File: config.mk
export PLATFORM = sky130hd
export DESIGN_NAME = pipe_regfile
export DESIGN_NICKNAME = d
export VERILOG_FILES = /design/src/rtl/rf_pkg.sv /design/src/rtl/rf_store.sv /design/src/rtl/rf_read_port.sv /design/src/rtl/pipe_regfile.sv
export SDC_FILE = /design/constraint.sdc
export NUM_CORES = 2
export LEC_CHECK = 0
export ABC_AREA = 1
export ABC_CLOCK_PERIOD_IN_PS = 1750
export BUFFER_PORTS_ARGS = -buffer_cell sky130_fd_sc_hd__buf_2
export CAP_MARGIN = 10
export CELL_PAD_IN_SITES_DETAIL_PLACEMENT = 0
export CELL_PAD_IN_SITES_GLOBAL_PLACEMENT = 1
export CORE_UTILIZATION = 35
export DETAILED_ROUTE_END_ITERATION = 8
export HOLD_SLACK_MARGIN = 0.02
export PLACE_DENSITY_LB_ADDON = 0.1
export SETUP_SLACK_MARGIN = 0.15
export SLEW_MARGIN = 20
export SYNTH_ARGS = -nofsm -noshare
export SYNTH_HDL_FRONTEND = slang
export SYNTH_SLANG_ARGS = --single-unit
export TNS_END_PERCENT = 1
File: constraint.sdc
create_clock -name clk -period 1.75 [get_ports clk]
set_input_delay 0.0875 -clock clk [delete_from_list [all_inputs] [get_ports clk]]
set_output_delay 0.0875 -clock clk [all_outputs]
set_load 0.1 [all_outputs]
File: src/rtl/rf_pkg.sv
package rf_pkg;
  localparam int RF_ENTRIES  = 32;
  localparam int RF_DATA_W   = 32;
  localparam int RF_INSTR_W  = 32;
  localparam int RF_IDX_W    = $clog2(RF_ENTRIES);
  // Operand field positions in the decode-stage instruction word
  localparam int RF_SRCA_LSB = 21;
  localparam int RF_SRCB_LSB = 16;
  localparam int RF_PORTS    = 2;
endpackage

File: src/rtl/rf_store.sv
module rf_store #(
  parameter int ENTRIES = rf_pkg::RF_ENTRIES,
  parameter int DATA_W  = rf_pkg::RF_DATA_W,
  localparam int IDX_W  = $clog2(ENTRIES)
) (
  input  logic                            clk,
  input  logic                            rst,
  input  logic                            wr_en,
  input  logic [IDX_W-1:0]                wr_idx,
  input  logic [DATA_W-1:0]               wr_data,
  output logic [ENTRIES-1:0][DATA_W-1:0]  cells
);
  // Entry 0 has no storage at all: it is tied to zero.
  assign cells[0] = '0;

  for (genvar k = 1; k < ENTRIES; k++) begin : g_cell
    logic hit;
    assign hit = wr_en && (wr_idx == IDX_W'(k));

    always_ff @(posedge clk) begin
      if (rst)      cells[k] <= '0;
      else if (hit) cells[k] <= wr_data;
    end

    assert_keep_R3: assert property (@(posedge clk) disable iff (rst)
      !(wr_en && (wr_idx == IDX_W'(k))) |=> $stable(cells[k]));

    assert_store_R2: assert property (@(posedge clk) disable iff (rst)
      (wr_en && (wr_idx == IDX_W'(k))) |=> (cells[k] == $past(wr_data)));
  end
endmodule

File: src/rtl/rf_read_port.sv
module rf_read_port #(
  parameter int ENTRIES = rf_pkg::RF_ENTRIES,
  parameter int DATA_W  = rf_pkg::RF_DATA_W,
  localparam int IDX_W  = $clog2(ENTRIES)
) (
  input  logic                            clk,
  input  logic                            rst,
  input  logic [ENTRIES-1:0][DATA_W-1:0]  cells,
  input  logic [IDX_W-1:0]                rd_idx,
  input  logic                            wr_en,
  input  logic [IDX_W-1:0]                wr_idx,
  input  logic [DATA_W-1:0]               wr_data,
  output logic [DATA_W-1:0]               rd_data
);
  logic is_zero;
  logic fwd;

  assign is_zero = (rd_idx == '0);
  assign fwd     = wr_en && (wr_idx == rd_idx);

  always_comb begin
    if (is_zero)  rd_data = '0;
    else if (fwd) rd_data = wr_data;
    else          rd_data = cells[rd_idx];
  end

  assert_zero_reg_R6: assert property (@(posedge clk) disable iff (rst)
    (rd_idx == '0) |-> (rd_data == '0));

  assert_bypass_R5: assert property (@(posedge clk) disable iff (rst)
    (wr_en && (wr_idx == rd_idx) && (rd_idx != '0)) |-> (rd_data == wr_data));

  assert_no_bypass_R7: assert property (@(posedge clk) disable iff (rst)
    (!wr_en && (rd_idx != '0)) |-> (rd_data == cells[rd_idx]));
endmodule

File: src/rtl/pipe_regfile.sv
module pipe_regfile #(
  parameter int ENTRIES  = rf_pkg::RF_ENTRIES,
  parameter int DATA_W   = rf_pkg::RF_DATA_W,
  parameter int INSTR_W  = rf_pkg::RF_INSTR_W,
  parameter int SRCA_LSB = rf_pkg::RF_SRCA_LSB,
  parameter int SRCB_LSB = rf_pkg::RF_SRCB_LSB,
  localparam int IDX_W   = $clog2(ENTRIES),
  localparam int NPORTS  = rf_pkg::RF_PORTS
) (
  input  logic               clk,
  input  logic               rst,
  input  logic [INSTR_W-1:0] dec_instr,
  input  logic               wb_en,
  input  logic [IDX_W-1:0]   wb_idx,
  input  logic [DATA_W-1:0]  wb_data,
  output logic [DATA_W-1:0]  opa_data,
  output logic [DATA_W-1:0]  opb_data
);
  logic [ENTRIES-1:0][DATA_W-1:0] cells;
  logic [NPORTS-1:0][IDX_W-1:0]   src_idx;
  logic [NPORTS-1:0][DATA_W-1:0]  src_data;
  logic                           unused_instr;

  assign src_idx[0]   = dec_instr[SRCA_LSB +: IDX_W];
  assign src_idx[1]   = dec_instr[SRCB_LSB +: IDX_W];
  assign unused_instr = ^dec_instr;

  rf_store #(.ENTRIES(ENTRIES), .DATA_W(DATA_W)) u_store (
    .clk     (clk),
    .rst     (rst),
    .wr_en   (wb_en),
    .wr_idx  (wb_idx),
    .wr_data (wb_data),
    .cells   (cells)
  );

  for (genvar p = 0; p < NPORTS; p++) begin : g_port
    rf_read_port #(.ENTRIES(ENTRIES), .DATA_W(DATA_W)) u_rd (
      .clk     (clk),
      .rst     (rst),
      .cells   (cells),
      .rd_idx  (src_idx[p]),
      .wr_en   (wb_en),
      .wr_idx  (wb_idx),
      .wr_data (wb_data),
      .rd_data (src_data[p])
    );
  end

  assign opa_data = src_data[0];
  assign opb_data = src_data[1];

  // two ports naming the same register return the same value
  assert_ports_agree_R8: assert property (@(posedge clk) disable iff (rst)
    (src_idx[0] == src_idx[1]) |-> (opa_data == opb_data));
endmodule

Word-level counts from Yosys, hierarchy flattened

Cells that the tools add are included.

Word-level logic and storage cells: 109
Flip-flop bits (word level): 992

Reductions and logical operators: 35
Equal/unequal tests: 33
Order comparisons: 2
Multiplexer cells: 8

Operators by type and width:

| operator                                                             | count |
|---|---|
| 32-bit binary-select mux with 5-bit select                           | 2 |
| 32-bit 2-to-1 mux                                                    | 6 |
| 5-bit == test, second input constant                                 | 16 |
| 5-bit by 4-bit == test with 1-bit output, second input constant      | 8 |
| 1-bit logical AND                                                    | 33 |
| 5-bit by 3-bit == test with 1-bit output, second input constant      | 4 |
| 5-bit by 6-bit < comparator with 1-bit output, second input constant | 2 |
| 5-bit by 2-bit == test with 1-bit output, second input constant      | 2 |
| 5-bit == test                                                        | 2 |
| 5-bit logical NOT                                                    | 2 |
| 5-bit by 1-bit == test with 1-bit output, second input constant      | 1 |

Logic depth before layout (Yosys ltp)

Depth after elaboration: 4
Gate-level depth with buffers: 13

By module

From an unflattened synthesis, not the netlist that was laid out.

Cell total of the unflattened synthesis: 12,760
Area, all modules: 68,564.5 um2

Modules (own cells, without submodules):

| module       | cells an instance | instances | area each (um2) |
|---|---|---|---|
| rf_store     | 6,888             | 1         | 43,450.4 |
| rf_read_port | 2,936             | 2         | 12,557.0 |

Worst setup path before layout

No wires, ideal clock.

Kind: input port to output port
Start point: input dec_instr[21]
End point: output opa_data[23]
Arrival time: 2,584 ps
Slack: -922 ps
Cell stages on the path: 10
Required time: 1,662 ps
Cell sequence: buf_2 > buf_2 > buf_2 > buf_2 > nand3_1 > nand3_1 > nand3_1 > nand3_1 > nand2_1 > a21oi_1

Longest elaborated chain between the ends: 4
Elaborated cells between the ends (all ways): 7
Classes of those cells: eq/ne: 1; mux: 4; reduce/logical: 2

Ends and longest elaborated chain:

| item                                                                         | RTL line                               | text |
|---|---|---|
| start, declared                                                              | pipe_regfile.sv:12                     | `input logic [INSTR_W-1:0] dec_instr,` |
| 32-bit binary-select mux with 5-bit select or 5-bit == test (tied branches)  | rf_read_port.sv:24, rf_read_port.sv:19 |  |
| 32-bit 2-to-1 mux (not written as such) or 1-bit logical AND (tied branches) | rf_read_port.sv:24, rf_read_port.sv:19 |  |
| 32-bit 2-to-1 mux                                                            | rf_read_port.sv:23                     | `else if (fwd) rd_data = wr_data;` |
| 32-bit 2-to-1 mux (*)                                                        | rf_read_port.sv:22                     | `if (is_zero) rd_data = '0;` |
| end, declared                                                                | pipe_regfile.sv:16                     | `output logic [DATA_W-1:0] opa_data,` |

Every way passes the cells marked *; elsewhere a longest branch is shown, timed or not. The select of a mux whose other input is x is not followed.

Final worst setup path

Start point: register u_store.cells[126] (netlist bit)
End point: output opb_data[30]

Longest elaborated chain between the ends: 4

Ends and longest elaborated chain:

| item                                       | RTL line           | text |
|---|---|---|
| start, declared                            | rf_store.sv:11     | `output logic [ENTRIES-1:0][DATA_W-1:0] cells` |
| start signal, assigned by index            | rf_store.sv:22     | `else if (hit) cells[k] <= wr_data;` |
| 32-bit binary-select mux with 5-bit select | rf_read_port.sv:24 | `else rd_data = cells[rd_idx];` |
| 32-bit 2-to-1 mux (not written as such)    | rf_read_port.sv:24 |  |
| 32-bit 2-to-1 mux                          | rf_read_port.sv:23 |  |
| 32-bit 2-to-1 mux                          | rf_read_port.sv:22 |  |
| end, declared                              | pipe_regfile.sv:17 | `output logic [DATA_W-1:0] opb_data` |

No other way between the ends. The select of a mux whose other input is x is not followed.

==> impl_metrics.ini <==
[sta]
hold_viol = 0
relSlewSlack = 0.579
skew_ps = 0
report.final.slew_viol_count = 0
min_period_ps = 2370
hold_ws_ps = 135
worst_slack_ps = -619
final.period_utilization = 1.35
rsz0062_at_grt = yes
tightest_slew_ps = 629
fmax_mhz = 422
setup_tns_ps = -29000
finalSetupViolations = 64

[critical_path]
cp_slowest_cell = dfxtp_2
r2r-start = u_store.cells[695]$_SDFFE_PP0P_
criticalPathCategory = reg2out
path_cells = nor2_1 > nor3_2 > nor2_2 > nand2_1 > nand2_2 > clkinv_2 > nand2_4 > a21oi_4 > buf_12 > buf_12
cpPeakStageDelay_ps = 320
critical_path.max_fanout = 2
cp.depth = 10
r2r-end = u_store.cells[695]$_SDFFE_PP0P_
r2r_cells = 3
r2r_setup_slack_ps = 560
cpMostUsedCell = buf_12
cp_data_arrival_time_ps = 2280
path_delay_family = simple AND/OR/NAND/NOR gates
critPathBufInv = 3
critPathLaunch = u_store.cells[126]$_SDFFE_PP0P_
critPathLaunchType = flop
required_ps = 1660
crit_path_end_kind = output pin
endpoint = opb_data[30]

[layout]
drive_gt1_frac = 0.152
fin_nets = 9196
regMostFlops = u_store.cells
stdcell_count = 11400
reg_top3 = u_store.cells: 992 flops
final_util = 0.452
final_cell_mix = nand2_1, nand3_1, nor2_1
design_area_um2 = 72600
areaGrowthSynthToFinish_pct = 28.3
largest_reg_flops = 992
layout_commonest_cell = nand2_1

[global_route]
grt_pass1_wl_um = 399000
gr-total-overflow = 0
grt_pass1_vias = 57500
grt_usage = 0.326
grt_max_degree = 69
antenna_found_initial = 10

[outcome]
status = complete, but fails checks
violations = setup timing

[synth]
synth_fp_nets = 9090
ys_warn_count = 0
avgSynthCellArea_um2 = 6.27
netlist_area_um2 = 56500
ys_types = 23
synth-seq-cells = 992
yosysSeqAreaShare = 0.351
syn_inst = 9018

[clock_network]
cts.htree.levels = 4
cts_tree = built
clock_latency_ps = 780
cts_buffers = 130
root_buffer = clkbuf_16
clock_path_buffers = 3
clock_sinks = 992
clk_pin_slew_worst_paths_ps = 60

[pwr]
pwr-share-clk = 0.431
power_mw = 62.6
pwr_density_cell_nw_per_um2 = 863
intPower_mw = 42.8
p_sw_frac = 0.316
power_leakage_nw = 30.9
power_switching_mw = 19.8
seq_power_share = 0.367
power_frac_comb = 0.202
peakVddDrop_v = 0.00106

[placement]
dpl_cell_area_um2 = 66800
port-buffer-count = 113
place.detailed.instances = 11100
post-place-ws_ps = -370
hpwlAfterDp_um = 177000
routabilityCongestion = 0.898

[drt]
drtAntennaViolNets = 0
wirelength_um = 272000
routedWlPerCell_um = 23.9
vias_per_cell = 5.44
dr.pass1.iters = 6
drc = 0
first_iter_violations = 6151
vias = 62000

[floorplan]
die_area_um2 = 163000
core_area_um2 = 160000
fp-row-count = 147
fp.dieH_um = 404
die_x_um = 404
initial_core_util = 0.353
io_pins = 136

[job]
cap_violations = 0

[hold_path]
worst_hold_path_type = in2reg
whs_path_depth = 6
-- worst reg2reg max path: stages, from the launching register on --
cell           delay, ps
dfxtp_2              320
inv_2                 40
a211oi_1             200
dlygate4sd3_1        560
-- power by group through the flow --
stage | clock network (mW) | logic [mW] | registers (mW)
after floorplan | 0 | 6.75 | 23.5
after global placement | 0 | 12.1 | 23.5
after detailed placement | 0 | 12.1 | 23.5
after CTS | 27.4 | 12.5 | 23.0
after global routing | 28.4 | 13.2 | 23.0
final | 27.0 | 12.6 | 23.0
-- cell families after synthesis --
logic type | count (synthesis) | share of synthesized area
AOI/OAI and AO/OA | 1304 | 0.162
and+or+nand+nor | 4824 | 0.355
DFF | 992 | 0.351
buffers and inverters | 1898 | 0.132
-- synth_stat cells, drive strengths merged --
cell type,instances,area (µm²)
nor2,1102,4160
clkinv,5,18.8
a21oi,128,641
o21ai,128,641
a211oi,970,7280
dfxtp,992,19900
nand2,2178,8180
o22ai,6,37.5
inv,1065,4000
nand3,1527,7650
buf,352,1660
o211ai,72,541
nor3,16,85.1
nand4,1,6.26
clkbuf,476,1790
-- per-layer routing --
| layer | track usage | vias up | part of all wire | routed length (µm) |
|---|---|---|---|---|
| met3 | 0.0464 | 451 | 0.070 | 19000 |
| met1 | 0.451 | 29500 | 0.45 | 122000 |
| li1 | - | 29700 | - | - |
| met5 | 0 | - | 0.00015 | 40 |
| met2 | 0.516 | 2256 | 0.44 | 121000 |
| met4 | 0.110 | 6 | 0.036 | 9870 |
-- what timing repair did --
action / in CTS / in global routing
pin swaps: 121 / 26
hold buffers: 36 / 0
gates resized for setup: 266 / 68
buffers inserted: 0 / 0
endpoints found under the hold margin: 991 / 0
setup endpoints to repair: 64 / 64
-- worst min path at each step --
stage | start | endpoint | slack (ps)
finish | wb_idx[4] | u_store.cells[1015]$_SDFFE_PP0P_ | 140
global route | wb_en | u_store.cells[161]$_SDFFE_PP0P_ | 110
CTS | wb_en | u_store.cells[161]$_SDFFE_PP0P_ | 70
detailed placement | u_store.cells[281]$_SDFFE_PP0P_ | u_store.cells[281]$_SDFFE_PP0P_ | 460
global placement | u_store.cells[335]$_SDFFE_PP0P_ | u_store.cells[335]$_SDFFE_PP0P_ | 460
floorplan | wb_data[19] | u_store.cells[211]$_SDFFE_PP0P_ | 260
-- layout make-up --
cell class / count / area [µm²]
well taps: 2160 / 2700
inverters: 1070 / 4070
clock inverters: 38 / 372
diodes: 2 / 5.00
repair buffers: 802 / 10100
clock buffers: 191 / 3810
fillers: 16400 / 87800
flip-flops and latches: 992 / 19900
multi-input cells: 6128 / 31600
Power figures use the tool's default switching activity.
